`src/rtl/sct_pkg.sv`:
```
package sct_pkg;
  typedef enum logic [1:0] {
    PH_IDLE   = 2'd0,
    PH_SOLVE  = 2'd1,
    PH_UPDATE = 2'd2
  } phase_e;
endpackage

```
`src/rtl/sct_gate_sync.sv`:
```
module sct_gate_sync #(
  parameter int NB = 2
) (
  input  logic          clk,
  input  logic          rst_i_n,
  input  logic [NB-1:0] async_i,
  output logic [NB-1:0] sync_o
);
  logic [NB-1:0] s1_q;
  logic [NB-1:0] s2_q;

  always_ff @(posedge clk or negedge rst_i_n) begin
    if (!rst_i_n) begin
      s1_q <= '0;
      s2_q <= '0;
    end else begin
      s1_q <= async_i;
      s2_q <= s1_q;
    end
  end

  assign sync_o = s2_q;
endmodule

```
`src/rtl/sct_node_solve.sv`:
```
module sct_node_solve #(
  parameter int N    = 3,
  parameter int W    = 16,
  parameter int FRAC = 12,
  parameter logic [N*N*W-1:0] ZMAT = '0
) (
  input  logic [N*W-1:0] ext_i,
  input  logic [N*W-1:0] hist_i,
  output logic [N*W-1:0] v_o
);
  localparam int ACC_W = 2*W + $clog2(N) + 1;
  localparam logic signed [ACC_W-1:0] SMAX = {{(ACC_W-W+1){1'b0}}, {(W-1){1'b1}}};
  localparam logic signed [ACC_W-1:0] SMIN = {{(ACC_W-W+1){1'b1}}, {(W-1){1'b0}}};
  localparam logic signed [2*W-1:0]   RC   = {{(2*W-FRAC){1'b0}}, 1'b1, {(FRAC-1){1'b0}}};

  function automatic logic signed [ACC_W-1:0] rnd_mul(input logic signed [W-1:0] a,
                                                      input logic signed [W-1:0] b);
    logic signed [2*W-1:0] p;
    p = (a * b + RC) >>> FRAC;
    return {{(ACC_W-2*W){p[2*W-1]}}, p};
  endfunction

  function automatic logic [W-1:0] sat(input logic signed [ACC_W-1:0] s);
    if (s > SMAX)      return SMAX[W-1:0];
    else if (s < SMIN) return SMIN[W-1:0];
    else               return s[W-1:0];
  endfunction

  logic [N*W-1:0] inj;

  for (genvar j = 0; j < N; j++) begin : g_inj
    logic signed [W-1:0] e_s, h_s;
    assign e_s = ext_i[j*W +: W];
    assign h_s = hist_i[j*W +: W];
    assign inj[j*W +: W] = sat(ACC_W'(e_s) + ACC_W'(h_s));
  end

  for (genvar i = 0; i < N; i++) begin : g_row
    logic signed [ACC_W-1:0] acc;
    always_comb begin
      acc = '0;
      for (int j = 0; j < N; j++) begin
        acc = acc + rnd_mul(ZMAT[(i*N+j)*W +: W], inj[j*W +: W]);
      end
    end
    assign v_o[i*W +: W] = sat(acc);
  end
endmodule

```
`src/rtl/sct_hist_update.sv`:
```
module sct_hist_update #(
  parameter int N    = 3,
  parameter int NSW  = 2,
  parameter int W    = 16,
  parameter int FRAC = 12,
  parameter logic [N*W-1:0] COEF_A1 = '0,
  parameter logic [N*W-1:0] COEF_B1 = '0,
  parameter logic [N*W-1:0] COEF_A0 = '0,
  parameter logic [N*W-1:0] COEF_B0 = '0
) (
  input  logic [N*W-1:0] v_i,
  input  logic [N*W-1:0] hist_i,
  input  logic [NSW-1:0] gate_i,
  output logic [N*W-1:0] hist_o
);
  localparam int ACC_W = 2*W + 2;
  localparam logic signed [ACC_W-1:0] SMAX = {{(ACC_W-W+1){1'b0}}, {(W-1){1'b1}}};
  localparam logic signed [ACC_W-1:0] SMIN = {{(ACC_W-W+1){1'b1}}, {(W-1){1'b0}}};
  localparam logic signed [2*W-1:0]   RC   = {{(2*W-FRAC){1'b0}}, 1'b1, {(FRAC-1){1'b0}}};

  function automatic logic signed [ACC_W-1:0] rnd_mul(input logic signed [W-1:0] a,
                                                      input logic signed [W-1:0] b);
    logic signed [2*W-1:0] p;
    p = (a * b + RC) >>> FRAC;
    return {{(ACC_W-2*W){p[2*W-1]}}, p};
  endfunction

  function automatic logic [W-1:0] sat(input logic signed [ACC_W-1:0] s);
    if (s > SMAX)      return SMAX[W-1:0];
    else if (s < SMIN) return SMIN[W-1:0];
    else               return s[W-1:0];
  endfunction

  for (genvar k = 0; k < N; k++) begin : g_src
    logic [W-1:0] ca, cb;
    if (k < NSW) begin : g_switch
      // gate bit k picks the coefficient pair
      assign ca = gate_i[k] ? COEF_A1[k*W +: W] : COEF_A0[k*W +: W];
      assign cb = gate_i[k] ? COEF_B1[k*W +: W] : COEF_B0[k*W +: W];
    end else begin : g_fixed
      assign ca = COEF_A0[k*W +: W];
      assign cb = COEF_B0[k*W +: W];
    end
    assign hist_o[k*W +: W] = sat(rnd_mul(ca, v_i[k*W +: W]) + rnd_mul(cb, hist_i[k*W +: W]));
  end
endmodule

```
`src/rtl/sct_step_engine.sv`:
```
module sct_step_engine #(
  parameter int N    = 3,
  parameter int NSW  = 2,
  parameter int W    = 16,
  parameter int FRAC = 12,
  parameter logic [N*N*W-1:0] ZMAT = {16'h0C00, 16'hFD00, 16'h0100,
                                      16'hFD00, 16'h0600, 16'h0200,
                                      16'h0A00, 16'h0200, 16'h0800},
  parameter logic [N*W-1:0] COEF_A1 = {16'h0000, 16'h0A00, 16'h0C00},
  parameter logic [N*W-1:0] COEF_B1 = {16'h0000, 16'hF800, 16'hF000},
  parameter logic [N*W-1:0] COEF_A0 = {16'h0400, 16'h0100, 16'h0080},
  parameter logic [N*W-1:0] COEF_B0 = {16'h0E00, 16'h0400, 16'h0800}
) (
  input  logic           clk,
  input  logic           rst_n,
  input  logic           step_go,
  input  logic [NSW-1:0] gate_in,
  input  logic [N*W-1:0] ext_src,
  output logic [N*W-1:0] node_v,
  output logic           done
);
  import sct_pkg::*;

  // reset: asserted asynchronously, released after two clock edges
  logic rs1_q, rst_i_n;
  always_ff @(posedge clk or negedge rst_n) begin
    if (!rst_n) begin
      rs1_q   <= 1'b0;
      rst_i_n <= 1'b0;
    end else begin
      rs1_q   <= 1'b1;
      rst_i_n <= rs1_q;
    end
  end

  logic [NSW-1:0] gate_s, gate_lat_q;
  logic [N*W-1:0] ext_q, v_q, hist_q, node_v_q;
  logic [N*W-1:0] v_next, hist_next;
  logic           done_q;
  phase_e         state_q, state_d;
  logic           lat_en, solve_en, upd_en;

  sct_gate_sync #(.NB(NSW)) u_sync (
    .clk(clk), .rst_i_n(rst_i_n), .async_i(gate_in), .sync_o(gate_s)
  );

  sct_node_solve #(.N(N), .W(W), .FRAC(FRAC), .ZMAT(ZMAT)) u_solve (
    .ext_i(ext_q), .hist_i(hist_q), .v_o(v_next)
  );

  sct_hist_update #(.N(N), .NSW(NSW), .W(W), .FRAC(FRAC),
    .COEF_A1(COEF_A1), .COEF_B1(COEF_B1), .COEF_A0(COEF_A0), .COEF_B0(COEF_B0)) u_hist (
    .v_i(v_q), .hist_i(hist_q), .gate_i(gate_lat_q), .hist_o(hist_next)
  );

  assign lat_en   = (state_q == PH_IDLE) && step_go;
  assign solve_en = (state_q == PH_SOLVE);
  assign upd_en   = (state_q == PH_UPDATE);

  always_comb begin
    state_d = state_q;
    case (state_q)
      PH_IDLE:   if (step_go) state_d = PH_SOLVE;
      PH_SOLVE:  state_d = PH_UPDATE;
      PH_UPDATE: state_d = PH_IDLE;
      default:   state_d = PH_IDLE;
    endcase
  end

  always_ff @(posedge clk or negedge rst_i_n) begin
    if (!rst_i_n) begin
      state_q    <= PH_IDLE;
      gate_lat_q <= '0;
      ext_q      <= '0;
      v_q        <= '0;
      hist_q     <= '0;
      node_v_q   <= '0;
      done_q     <= 1'b0;
    end else begin
      state_q <= state_d;
      done_q  <= upd_en;
      if (lat_en) begin
        gate_lat_q <= gate_s;
        ext_q      <= ext_src;
      end
      if (solve_en) v_q <= v_next;
      if (upd_en) begin
        hist_q   <= hist_next;
        node_v_q <= v_q;
      end
    end
  end

  assign node_v = node_v_q;
  assign done   = done_q;

  // done lasts one cycle
  assert_done_single_R7: assert property (@(posedge clk) disable iff (!rst_i_n)
    done |=> !done);
  // outputs move only with the completion pulse
  assert_out_with_done_R7: assert property (@(posedge clk) disable iff (!rst_i_n)
    !$stable(node_v) |-> done);
  // completion only follows the update phase
  assert_done_after_update_R7: assert property (@(posedge clk) disable iff (!rst_i_n)
    done |-> $past(state_q) == PH_UPDATE);
  // history is untouched outside the update phase
  assert_hist_hold_R3: assert property (@(posedge clk) disable iff (!rst_i_n)
    (state_q != PH_UPDATE) |=> $stable(hist_q));
  // captured gates and sources hold through a step in progress
  assert_gate_hold_R5: assert property (@(posedge clk) disable iff (!rst_i_n)
    (state_q != PH_IDLE) |=> ($stable(gate_lat_q) && $stable(ext_q)));
  // a strobe while busy never restarts the sequence
  assert_busy_ignored_R8: assert property (@(posedge clk) disable iff (!rst_i_n)
    (state_q == PH_SOLVE) |=> (state_q == PH_UPDATE));
endmodule

```
`config.mk`:
```
export PLATFORM = sky130hd
export DESIGN_NAME = sct_step_engine
export DESIGN_NICKNAME = d
export VERILOG_FILES = /design/src/rtl/sct_pkg.sv /design/src/rtl/sct_gate_sync.sv /design/src/rtl/sct_node_solve.sv /design/src/rtl/sct_hist_update.sv /design/src/rtl/sct_step_engine.sv
export SDC_FILE = /design/constraint.sdc
export NUM_CORES = 2
export LEC_CHECK = 0
export ABC_AREA = 0
export BUFFER_PORTS_ARGS = -buffer_cell sky130_fd_sc_hd__clkbuf_2
export CAP_MARGIN = 20
export CORE_MARGIN = 5
export CORE_UTILIZATION = 50
export DETAILED_ROUTE_END_ITERATION = 8
export GPL_ROUTABILITY_DRIVEN = 0
export GPL_TIMING_DRIVEN = 0
export PLACE_DENSITY = 0.66
export SYNTH_ARGS = -nofsm -noshare
export SYNTH_HDL_FRONTEND = slang
export SYNTH_SLANG_ARGS = --single-unit
```
`constraint.sdc`:
```
create_clock -name clk -period 7.36 [get_ports clk]
set_clock_uncertainty 0.1 [all_clocks]
set_input_delay 0.736 -clock clk [delete_from_list [all_inputs] [get_ports clk]]
set_output_delay 0.736 -clock clk [all_outputs]
set_load 0.03 [all_outputs]
```
-- After elaboration in Yosys (flattened, before gate mapping)
Cells that the tools add are included.
- register bits: 203
- bits in latches: 0
- bits in writable memories: 0
- ROM bits: 0
- bits of input ports: 53
- output and inout bits: 49
- word-level logic and storage cells: 95
- memories kept: 0
- $add $sub $neg: 27
- multiply operators: 10
- divide/modulo/power cells: 0
- magnitude comparators: 18
- equality and inequality tests: 3
- shift operators: 0
- muxes and demuxes: 24
- bitwise gates (word level): 0
- reductions and logical operators: 2
- operators by type and width (cell ; count):
    $mux W16 ; 20
    $gt A35 B16 Y1 const B ; 6
    $lt A35 B16 Y1 const B ; 6
    $add A32 B13 Y32 const B ; 4
    $gt A34 B16 Y1 const B ; 3
    $lt A34 B16 Y1 const B ; 3
    $add A29 B13 Y30 const B ; 3
    $add A27 B13 Y28 const B ; 3
    $mul A3 B16 Y19 const A ; 4
    $mul A16 B16 Y32 ; 2
    $mul A13 B16 Y29 ; 2
    $add A25 B13 Y26 const B ; 2
    $add A16 B16 Y17 ; 3
    $add A20 B20 Y21 ; 2
    $mul A4 B16 Y20 const A ; 2
    $add A17 B18 Y19 ; 2
    $add A28 B13 Y29 const B ; 1
    $add A26 B13 Y27 const B ; 1
    $add A24 B13 Y25 const B ; 1
    $mux W12 ; 2
    $add A15 B18 Y19 ; 1
    $add A18 B16 Y19 ; 1
    $add A14 B17 Y18 ; 1
    $add A13 B16 Y17 ; 1
    other kinds (8) ; 8

-- Depth between registers and ports, before layout
- depth after elaboration: 11
- gate-level depth with buffers: 42
- gate-level depth less buffers: 40

-- Hierarchy
A second synthesis with hierarchy kept.
- cells, all modules: 4417
- area total of the unflattened synthesis: 39145.0 sq um
- modules (own cells, without submodules) (module ; times used ; cells an instance ; area an instance (sq um) ; sequential area each (sq um)):
    sct_hist_update ; 1 ; 2092 ; 17207.8 ; 0.0
    sct_node_solve ; 1 ; 1901 ; 14380.0 ; 0.0
    sct_step_engine ; 1 ; 420 ; 7457.2 ; 4979.8
    sct_gate_sync ; 1 ; 4 ; 100.1 ; 100.1

-- Worst setup path before layout
No wires, ideal clock.
- path kind: register -> register
- start: register hist_q[16]
- end: register v_q[39]
- library setup time: 0.077 ns
- data arrival time: 8.412 ns
- data required time: 7.183 ns
- slack: -1.229 ns
- stages on the path, launching flop included: 40
- buffers on the path: 2
- clock period less this slack: 8.589 ns
- cell sequence: dfrtp_1 > ha_1 > inv_1 > fa_1 > nor2b_1 > o21ai_0 > a21boi_0 > o21a_1 > o211a_1 > nand2_1 > o21ai_0 > clkbuf_1 > a22o_1 > inv_1 > ha_1 > ha_1 > ha_1 > a21o_1 > (+4 left out) > a221oi_1 > xnor2_1 > nand4_1 > nor2b_1 > xnor2_1 > fa_1 > inv_1 > ha_1 > a21o_1 > a21o_1 > a21oi_1 > o31ai_1 > a2111o_1 > nand3_1 > a31o_2 > clkbuf_1 > o211ai_1 > a21oi_1
- cells in the longest elaborated chain, start to end: 11
- elaborated cells between the ends (all ways): 13
- classes of those cells: add/sub: 4; mul: 1; order compare: 4; mux: 4
- RTL lines (element ; RTL line ; RTL):
    from (decl) ; sct_step_engine.sv:37 ; logic [N*W-1:0] ext_q, v_q, hist_q, node_v_q;
    from (signal assigned) ; sct_step_engine.sv:88 ; hist_q <= hist_next;
    $add A16 B16 Y17 * ; sct_node_solve.sv:35 ; assign inj[j*W +: W] = sat(ACC_W'(e_s) + ACC_W'(h_s));
    $lt A35 B16 Y1 ; sct_node_solve.sv:25 ; else if (s < SMIN) return SMIN[W-1:0];
    $mux W16 ; sct_node_solve.sv:25 ;
    $mux W16 * ; sct_node_solve.sv:24 ; if (s > SMAX) return SMAX[W-1:0];
    $mul A3 B16 Y19 * ; sct_node_solve.sv:19 ; p = (a * b + RC) >>> FRAC;
    $add A27 B13 Y28 * ; sct_node_solve.sv:19 ;
    $add A13 B16 Y17 * ; sct_node_solve.sv:43 ; acc = acc + rnd_mul(ZMAT[(i*N+j)*W +: W], inj[j*W +: W]);
    $add A17 B18 Y19 * ; sct_node_solve.sv:43 ;
    $lt A35 B16 Y1 ; sct_node_solve.sv:25 ;
    $mux W16 ; sct_node_solve.sv:25 ;
    $mux W16 * ; sct_node_solve.sv:24 ;
    to (signal assigned) ; sct_step_engine.sv:86 ; if (solve_en) v_q <= v_next;
    to (decl) ; sct_step_engine.sv:37 ;
Every way passes the cells marked *; elsewhere a longest branch is shown, timed or not.
A chain may end at the register's enable or synchronous reset.

-- Final worst setup path
- start: register hist_q[37]
- end: register v_q[25]
- cells in the longest elaborated chain, start to end: 10
- elaborated cells between the ends (all ways): 12
- classes of those cells: add/sub: 3; mul: 1; order compare: 4; mux: 4
- RTL lines (element ; RTL line):
    $add A16 B16 Y17 * ; sct_node_solve.sv:35
    $lt A35 B16 Y1 ; sct_node_solve.sv:25
    $mux W16 ; sct_node_solve.sv:25
    $mux W16 * ; sct_node_solve.sv:24
    $mul A3 B16 Y19 * ; sct_node_solve.sv:19
    $add A27 B13 Y28 * ; sct_node_solve.sv:19
    $add A18 B16 Y19 * ; sct_node_solve.sv:43
    $lt A35 B16 Y1 ; sct_node_solve.sv:25
    $mux W16 ; sct_node_solve.sv:25
    $mux W16 * ; sct_node_solve.sv:24
Marks and branches as above.

==> impl_metrics.tcl <==
set metrics [dict create \
    cts.sink_count 203 \
    data_arrival_time_at_the_worst_slack_endpoint_ns 8.94 \
    async_set_reset_flop_share_out_of_synthesis 1.00 \
    crit_start "hist_q[37]" \
    drtIter0Drc 1923 \
    yosysWarningCount 0 \
    first_global_vias 32100 \
    port_buffers 101 \
    n_fill_cell 6788 \
    synth_edf_count 0 \
    cp_top_family "compound AO/OA/AOI/OAI gates" \
    yosysUniqueCellTypes 114 \
    crit_fanout 5 \
    worstMarginPinSlew_ns 1.17 \
    cp-endpoint "v_q[25]" \
    hold_ws_ns 0.167 \
    cts_tree "done" \
    synth_ff_type "sky130_fd_sc_hd__dfrtp_1" \
    startpoint_type "register" \
    drv_slew 0 \
    end_kind "register" \
    synth_seq_cells 203 \
    setup-violations-final 79 \
    ant_nets 0 \
    regToRegStartpoint "hist_q[37]" \
    cts_max_level 1 \
    clk_latency_ns 0.59 \
    cell_type_of_the_slowest_stage_on_the_worst_timing_path "sky130_fd_sc_hd__or4_4" \
    vias 33000 \
    die-width_um 288 \
    crit_share_post_route 1.16 \
    status "complete, but fails checks" \
    clockBufferDepth 3 \
    wirelength_um 107000 \
    postSynthAreaPerCell_um2 8.48 \
    fraction_of_final_layout_cells_with_drive_strength_greater_than_1 0.192 \
    drtPass1Iterations 5 \
    grt_pass1_wl_um 169000 \
    flow.area_growth_from_synthesis_pct 19.7 \
    crit_buf_inv 6 \
    cap_viol_max_count 0 \
    post_synth_inst_count 4567 \
    unrepaired_setup_endpoints_after_global_routing "true" \
    regToRegSetupSlack_ns -1.18 \
    initial_antenna_violation_count 2 \
    grt.total_usage 0.250 \
    die_area_um2 83100 \
    floorplan.initialDensity 0.502 \
    timing.slew.headroom 0.223 \
    place.detailed.hpwl_um 86200 \
    worst_r2r_endpoint "v_q[25]" \
    drc 0 \
    violations "setup timing" \
    synth.yosys.seq_area_share 0.131 \
    crit_cells 37 \
    pin_count 102 \
    worst_setup_path_category "reg -> reg" \
    period_needed_ns 8.54 \
    cp_common_cell "sky130_fd_sc_hd__ha_4" \
    hold_class "in -> reg" \
    routed_wire_length_per_instance_um 18.0 \
    setup_ws_ns -1.18 \
    final_nets 5860 \
    grt_remaining_overflow 0 \
    fp.dieH_um 288 \
    critical_path_required_ns 7.76 \
    critical_path.max_stage_delay_ns 0.60 \
    mappedNetlistArea_um2 38700 \
    timing.reg2reg.worst_path_depth 37 \
    layout.cells.most_common "sky130_fd_sc_hd__inv_1" \
    hold_path_startpoint "gate_in[1]" \
    grt_start_max_net_pins 66 \
    std_cell_rows 102 \
    dpl_worst_slack_ns -1.81 \
    max_clock_freq_ghz 0.117 \
    final_hold_viol_count 0 \
    ctsRootBufferMaster "sky130_fd_sc_hd__clkbuf_16" \
    floorplan.core_area_um2 77100 \
    layout.cells.most_common_list "562 x sky130_fd_sc_hd__inv_1, 548 x sky130_fd_sc_hd__ha_1, 348 x sky130_fd_sc_hd__nand2_1" \
    routed_via_density 5.54 \
    worst_setup_hold_path_clk_slew_ns 0.07 \
    numCtsBuffers 28 \
]
-- logic make-up after synthesis --
kind of cell / synth area share
AND/OR/NAND/NOR: 0.159
XOR/XNOR: 0.100
adder cells (fa/ha/maj): 0.354
AO/OA/AOI/OAI: 0.168
buffers and inverters: 0.0680
flip-flops: 0.131
multiplexers: 0.0192
other: 0.000194
-- worst reg2reg max path, delay by kind of cell (launching register included) --
kind / cells / cell delay [ns]
compound gates: 17 / 3.41
buf+inv: 6 / 0.71
xor+xnor: 1 / 0.21
fa+ha+maj: 7 / 2.03
flops: 1 / 0.47
simple gates: 6 / 1.52
-- cells in the mapped netlist, types with 26 or more instances --
library cell,count,area share
sky130_fd_sc_hd__or2_2,26,0.0042
sky130_fd_sc_hd__xor2_1,148,0.033
sky130_fd_sc_hd__fa_1,286,0.15
sky130_fd_sc_hd__mux2_2,59,0.017
sky130_fd_sc_hd__and2_1,84,0.014
sky130_fd_sc_hd__nand2b_1,53,0.0086
sky130_fd_sc_hd__xnor2_1,293,0.066
sky130_fd_sc_hd__ha_1,627,0.20
sky130_fd_sc_hd__nand4_1,27,0.0044
sky130_fd_sc_hd__inv_1,582,0.056
sky130_fd_sc_hd__nor3_1,96,0.012
sky130_fd_sc_hd__dfrtp_1,203,0.13
sky130_fd_sc_hd__clkbuf_1,76,0.0074
sky130_fd_sc_hd__nand3_1,103,0.013
sky130_fd_sc_hd__nor2b_1,46,0.0074
sky130_fd_sc_hd__o21ai_0,167,0.022
sky130_fd_sc_hd__a31oi_1,29,0.0047
sky130_fd_sc_hd__a211oi_1,27,0.0052
sky130_fd_sc_hd__o211ai_1,30,0.0058
sky130_fd_sc_hd__o21bai_1,38,0.0074
sky130_fd_sc_hd__nand2_1,363,0.035
sky130_fd_sc_hd__and3_1,49,0.0079
sky130_fd_sc_hd__nor2_1,311,0.030
sky130_fd_sc_hd__a21oi_1,289,0.037
sky130_fd_sc_hd__o21a_1,54,0.010
sky130_fd_sc_hd__a21o_1,117,0.023
-- routing by layer --
layer,global-route usage,wire length [um],vias to the layer above
met2,0.418,50000,737
li1,-,-,16300
met1,0.348,48600,15800
met3,0.0277,5460,146
met5,0,28,-
met4,0.0640,3030,4
-- registers in the layout, summed over array words and instances, names as in the netlist, 2 cells and up --
| signal | cells |
|---|---|
| u_sync.s1_q | 2 |
| node_v | 48 |
| v_q | 48 |
| state_q | 2 |
| hist_q | 48 |
| u_sync.sync_o | 2 |
| gate_lat_q | 2 |
| ext_q | 48 |
-- worst min-delay path by stage --
stage	cells after the start	to	slack [ns]
floorplan	0	rst_i_n	0.23
global placement	0	u_sync.sync_o[1]	0.23
detailed placement	0	ext_q[37]	0.23
CTS	1	u_sync.s1_q[1]	0.13
global route	1	u_sync.s1_q[1]	0.15
finish	1	u_sync.s1_q[1]	0.17
-- through the flow --
stage,std cells,instance area (um2),util,setup TNS [ns]
2_1_floorplan,4589,40000,-,-11.96
3_3_place_gp,5730,41800,0.542,-500.93
3_5_place_dp,5735,41900,0.543,-101.11
4_1_cts,5905,45100,0.585,-47.33
5_1_grt,5954,46300,0.601,-78.04
6_report,5955,46300,0.601,-55.70
-- layout make-up --
type / count / area [um2] / area share
multi-input cells: 3703 / 34100 / 0.737
flip-flops and latches: 203 / 5090 / 0.110
inverters: 582 / 2190 / 0.0472
repair buffers: 279 / 2020 / 0.0435
well taps: 1040 / 1300 / 0.0281
clock buffers: 37 / 764 / 0.0165
plain buffers: 97 / 691 / 0.0149
clock inverters: 13 / 151 / 0.00327
diodes: 1 / 2.50 / 0.0000540
-- repair_timing --
item                                   4_1_cts  5_1_grt
endpoints found under the hold margin        2        0
hold buffers                                 1        0
cloned                                       7        2
setup buffers                              112       52
resized for setup                          290      174
setup endpoints to repair                   80       95
pin swaps                                  194      105
Power is not shown: default switching activity piles up to over one toggle a cycle in this logic, so the estimate is an artifact.
